--- src/rtl/tx_mailbox_arbiter.sv ---
module tx_mailbox_arbiter #(
  parameter int NBUF = 8,
  parameter int IDW  = 29,
  parameter int DLCW = 4,
  parameter int DW   = 64,
  localparam int IW  = $clog2(NBUF)
) (
  input  logic                 clk,
  input  logic                 rst_n,
  input  logic                 rr_mode,
  input  logic [NBUF-1:0]      req_set,
  input  logic [NBUF-1:0]      abort_set,
  input  logic [NBUF-1:0]      irq_en,
  input  logic [NBUF*IDW-1:0]  mb_id,
  input  logic [NBUF-1:0]      mb_ide,
  input  logic [NBUF-1:0]      mb_rtr,
  input  logic [NBUF*DLCW-1:0] mb_dlc,
  input  logic [NBUF*DW-1:0]   mb_data,
  input  logic                 fr_done,
  input  logic                 fr_lost,
  input  logic                 fr_err,
  output logic                 fr_valid,
  output logic [IW-1:0]        fr_buf,
  output logic [IDW-1:0]       fr_id,
  output logic                 fr_ide,
  output logic                 fr_rtr,
  output logic [DLCW-1:0]      fr_dlc,
  output logic [DW-1:0]        fr_data,
  output logic [NBUF-1:0]      pending,
  output logic [NBUF-1:0]      tx_irq
);

  logic            busy, hold, found;
  logic [IW-1:0]   gnt, last, base, pick;
  logic [NBUF-1:0] pend_q, irq_q;

  wire             resp     = busy & (fr_done | fr_lost | fr_err);
  wire [NBUF-1:0]  gmask    = busy ? (NBUF'(1) << gnt) : '0;
  wire             hold_eff = hold | (busy & abort_set[gnt]);
  wire [NBUF-1:0]  clr      = (resp & (fr_done | hold_eff)) ? gmask : '0;
  wire [NBUF-1:0]  cand     = pend_q & ~abort_set;

  always_comb begin
    base  = rr_mode ? IW'((int'(last) + 1) % NBUF) : '0;
    found = 1'b0;
    pick  = '0;
    for (int k = 0; k < NBUF; k++) begin
      if (!found && cand[(int'(base) + k) % NBUF]) begin
        found = 1'b1;
        pick  = IW'((int'(base) + k) % NBUF);
      end
    end
  end

  always_ff @(posedge clk) begin
    if (!rst_n) begin
      busy   <= 1'b0;
      hold   <= 1'b0;
      gnt    <= '0;
      last   <= IW'(NBUF - 1);
      pend_q <= '0;
      irq_q  <= '0;
    end else begin
      pend_q <= ((pend_q & ~clr) | req_set) & ~(abort_set & ~gmask);
      irq_q  <= (resp & fr_done) ? (gmask & irq_en) : '0;
      if (resp) begin
        busy <= 1'b0;
        hold <= 1'b0;
      end else if (busy) begin
        if (abort_set[gnt]) hold <= 1'b1;
      end else if (found) begin
        busy <= 1'b1;
        gnt  <= pick;
        last <= pick;
        hold <= 1'b0;
      end
    end
  end

  assign fr_valid = busy;
  assign fr_buf   = gnt;
  assign fr_id    = mb_id[gnt*IDW +: IDW];
  assign fr_ide   = mb_ide[gnt];
  assign fr_rtr   = mb_rtr[gnt];
  assign fr_dlc   = mb_dlc[gnt*DLCW +: DLCW];
  assign fr_data  = mb_data[gnt*DW +: DW];
  assign pending  = pend_q;
  assign tx_irq   = irq_q;

endmodule

--- config.mk ---
export PLATFORM = sky130hd
export DESIGN_NAME = tx_mailbox_arbiter
export DESIGN_NICKNAME = d
export VERILOG_FILES = /design/src/rtl/tx_mailbox_arbiter.sv
export SDC_FILE = /design/constraint.sdc
export NUM_CORES = 1
export LEC_CHECK = 0
export BUFFER_PORTS_ARGS = -buffer_cell sky130_fd_sc_hd__buf_2
export CORE_AREA = 2 2 370 372
export DETAILED_ROUTE_END_ITERATION = 12
export DIE_AREA = 0 0 372 374
export SYNTH_ARGS = -nofsm -noshare
export SYNTH_HDL_FRONTEND = slang
export SYNTH_SLANG_ARGS = --single-unit
--- constraint.sdc ---
create_clock -name clk -period 4.4 [get_ports clk]
set_input_delay 0.88 -clock clk [delete_from_list [all_inputs] [get_ports clk]]
set_output_delay 0.88 -clock clk [all_outputs]
set_load 0.01 [all_outputs]
==> impl_metrics.toml <==
[clock_network]
clock_insertion_delay_worst_skew_ns = 0.27
cts.reportedPaths.clkPinSlew_ns = 0.07
clk_path_buf_depth = 2
cts.sink_count = 24
cts_tree = "yes"
cts-buffers-inserted = 3
cts_post_setup_buffers_inserted = 0
cts.root.buffer_cell = "sky130_fd_sc_hd__clkbuf_16"
htree_levels = 1
total_of_hold_buffers_inserted_after_clock_tree_synthesis = 0
ctsResizeCount = 0

[setup_path]
critical_path_arrival_ns = 2.52
critPathCaptureType = "output pin"
worst_path_most_repeated_cell = "sky130_fd_sc_hd__buf_12"
path_cells = "buf_12, buf_12, mux4_2, mux2_2, buf_2"
worst-setup-path-type = "reg2out"
worst_setup_path_start_kind = "flip-flop"
worst-path-max-fanout = 27
worstRegToRegCells = 10
r2r-end = "fr_buf[0]$_SDFFE_PN0P_"
timing.critical_path.required_ns = 3.52
worst-r2r-setup-slack_ns = 1.27
worst_setup_path_startpoint = "fr_buf[0]$_SDFFE_PN0P_"
cp_slowest_cell = "sky130_fd_sc_hd__mux4_2"
max_stage_delay_ns = 0.61
crit-reg2reg-launch = "last[0]$_SDFFE_PN1P_"

[power]
part_of_the_power_in_the_clock_network_pct = 4.3
netSwitchingFraction_pct = 49.7
cellPowerDensity_nw_per_um2 = 381
power.ir.vdd_worst_uv = 147
power_switching_uw = 2830
intPower_uw = 2860
p_comb_share_pct = 89.1
leakagePower_uw = 0.00612
power_frac_seq_pct = 6.6

[route]
post_drt_via_cell_ratio = 3.34
dr.pass1.iters = 4
postRouteWirelength_um = 89800
final_antenna_net_count = 0
drt-initial-drc-count = 779
detailroute.via_count = 11100
drc = 0
routed_wire_length_per_instance_um = 27.1

[placed_design]
place_hpwl_um = 83100
place_area_um2 = 14700
place.port_buffers = 940
final_replace_weighted_congestion = 1.07

[global_routing]
grt_max_degree = 71
groute.usage.overall_pct = 12.0
grt_pass1_wl_um = 108000
number_of_antenna_violations_at_the_first_check_in_global_routing = 157
total_congestion_overflow_after_global_routing = 0
vias_in_the_first_global_route = 10600

[synth]
netlist_area_um2 = 7760
syn_nets = 1409
synthesis.yosys.warnings = 0
synth.ff_latch_count = 24
synth_top_cells_by_area = "sky130_fd_sc_hd__mux4_2 59%, sky130_fd_sc_hd__mux2_2 16%, sky130_fd_sc_hd__dfxtp_1 6.2%"
yosys.area.top_type = "sky130_fd_sc_hd__mux4_2"
netlist_top_cells_count = "202 x sky130_fd_sc_hd__mux4_2, 110 x sky130_fd_sc_hd__mux2_2, 43 x sky130_fd_sc_hd__clkbuf_1"
synth.distinct_cells = 62
syn-mean-instance-area_um2 = 13.3
yosys.cell_count.top_type = "sky130_fd_sc_hd__mux4_2"
synth.top_cell.area_share_pct = 58.6
synth_edf_count = 0
async_flop_share_pct = 0
synth.yosys.seq_area_share_pct = 6.19
syn-instance-count = 585
synth_ff_type = "sky130_fd_sc_hd__dfxtp_1"

[sta]
setup_viol_count_final = 0
fin_setup_tns_ns = 0
timing.slew.headroom_pct = 54.5
timing.fmax_mhz = 294
timing.final.hold_violations = 0
rsz_0062_raised_after_global_routing = "no"
report.final.slew_viol_count = 0
finalClockSkew_ns = 0.00681
least_margin_pin_slew_ns = 0.683
final_period_minus_worst_setup_slack_ns = 3.40
final.period_utilization_pct = 77.2

[final_layout]
proportion_of_layout_cells_with_a_drive_suffix_above_1_pct = 87.0
stdcell_area_um2 = 14900
design.final.nets = 2307
area_delta_synth_final_pct = 92.1
fillerInstances = 15600

[floorplan]
die_y_um = 374
starting_density_of_the_core_pct = 5.75
pin_count = 941
dieWidth_um = 372
floorplan.core_area_um2 = 135000
core.rowCount = 135
die_area_um2 = 139000

[hold_path]
hold_path.startpoint = "pending[3]$_SDFF_PN0_"
min-delay-path-class = "reg2reg"
hold_critical_path_depth = 2
timing.hold.worst_endpoint = "pending[3]$_SDFF_PN0_"

[flow_run]
cap_violations = 0

[run_status]
status = "complete, no violations"
-- metrics by stage --
step	hold slack (ns)	util, %	total power [µW]	std cells	setup WS (ns)
floorplan	0.478	-	3380	585	0.952
global placement	0.503	10.9	5510	3259	0.824
global route	0.557	11.0	6110	3279	0.855
CTS	0.519	11.0	5780	3263	0.934
detailed placement	0.508	10.9	5510	3259	0.818
finish	0.520	11.1	5690	3309	1.00
-- cells in the final DEF (no fill, tap or decap), types with 8 or more instances in the layout --
master	n
sky130_fd_sc_hd__a21oi_1	12
sky130_fd_sc_hd__a221oi_1	9
sky130_fd_sc_hd__buf_12	10
sky130_fd_sc_hd__buf_2	940
sky130_fd_sc_hd__dfxtp_1	21
sky130_fd_sc_hd__diode_2	46
sky130_fd_sc_hd__inv_1	20
sky130_fd_sc_hd__mux2_2	110
sky130_fd_sc_hd__mux2i_1	14
sky130_fd_sc_hd__mux4_2	202
sky130_fd_sc_hd__nand2_1	20
sky130_fd_sc_hd__nand3_1	9
sky130_fd_sc_hd__nor2_1	13
sky130_fd_sc_hd__nor2b_1	8
sky130_fd_sc_hd__nor3_1	8
sky130_fd_sc_hd__o21ai_0	13
-- kinds of logic after synthesis --
logic type                 synth area share [%]
adders and majority gates                 0.322
DFF                                        6.19
buffers and inverters                      4.27
xor gates and xnor gates                   1.10
AOI/OAI and AO/OA                          5.98
and+or+nand+nor                            5.61
muxes                                      76.5
-- critical path, delay by kind of cell, from the launching register on --
family / cells / cell delay, ns
DFF: 1 / 0.53
buffers and inverters: 3 / 0.74
muxes: 2 / 0.90
-- power by group through the flow --
| stage | Combinational [µW] | Clock, µW | Sequential (µW) |
|---|---|---|---|
| 6_report | 5070 | 244 | 374 |
| 2_1_floorplan | 3090 | 0 | 282 |
| 3_3_place_gp | 5120 | 0 | 392 |
| 3_5_place_dp | 5120 | 0 | 390 |
| 4_1_cts | 5150 | 246 | 386 |
| 5_1_grt | 5470 | 258 | 391 |
-- area by class of cell --
class                      count  area (µm²)  area share (%)
clock buffer                   4         100           0.671
inverter                      21        81.3           0.545
multi-input combinational    477        6950            46.6
sequential                    24         492            3.30
timing repair buffer         956        4950            33.2
tap                         1781        2230            14.9
antenna                       46         115           0.772
-- registers in the layout (all words and copies together) (netlist names) --
signal and cells:
last 3, fr_buf 3, tx_irq 8, fr_valid 1, hold 1, pending 8
-- layer usage --
| metal | share of wire [%] | GRT usage (%) |
|---|---|---|
| met5 | 0.52 | 0 |
| met3 | 15 | 7.21 |
| met4 | 3.5 | 2.83 |
| met1 | 34 | 12.7 |
| met2 | 47 | 20.2 |
-- worst max-delay path by stage --
stage | slack [ns] | cells past startpoint | end
after floorplan | 0.95 | 10 | fr_buf[0]$_SDFFE_PN0P_
after global placement | 0.82 | 11 | fr_buf[0]$_SDFFE_PN0P_
after detailed placement | 0.82 | 11 | fr_buf[0]$_SDFFE_PN0P_
after CTS | 0.93 | 5 | fr_id[8]
after global routing | 0.85 | 11 | fr_buf[0]$_SDFFE_PN0P_
final | 1.00 | 5 | fr_id[8]
Power figures use the tool's default switching activity.
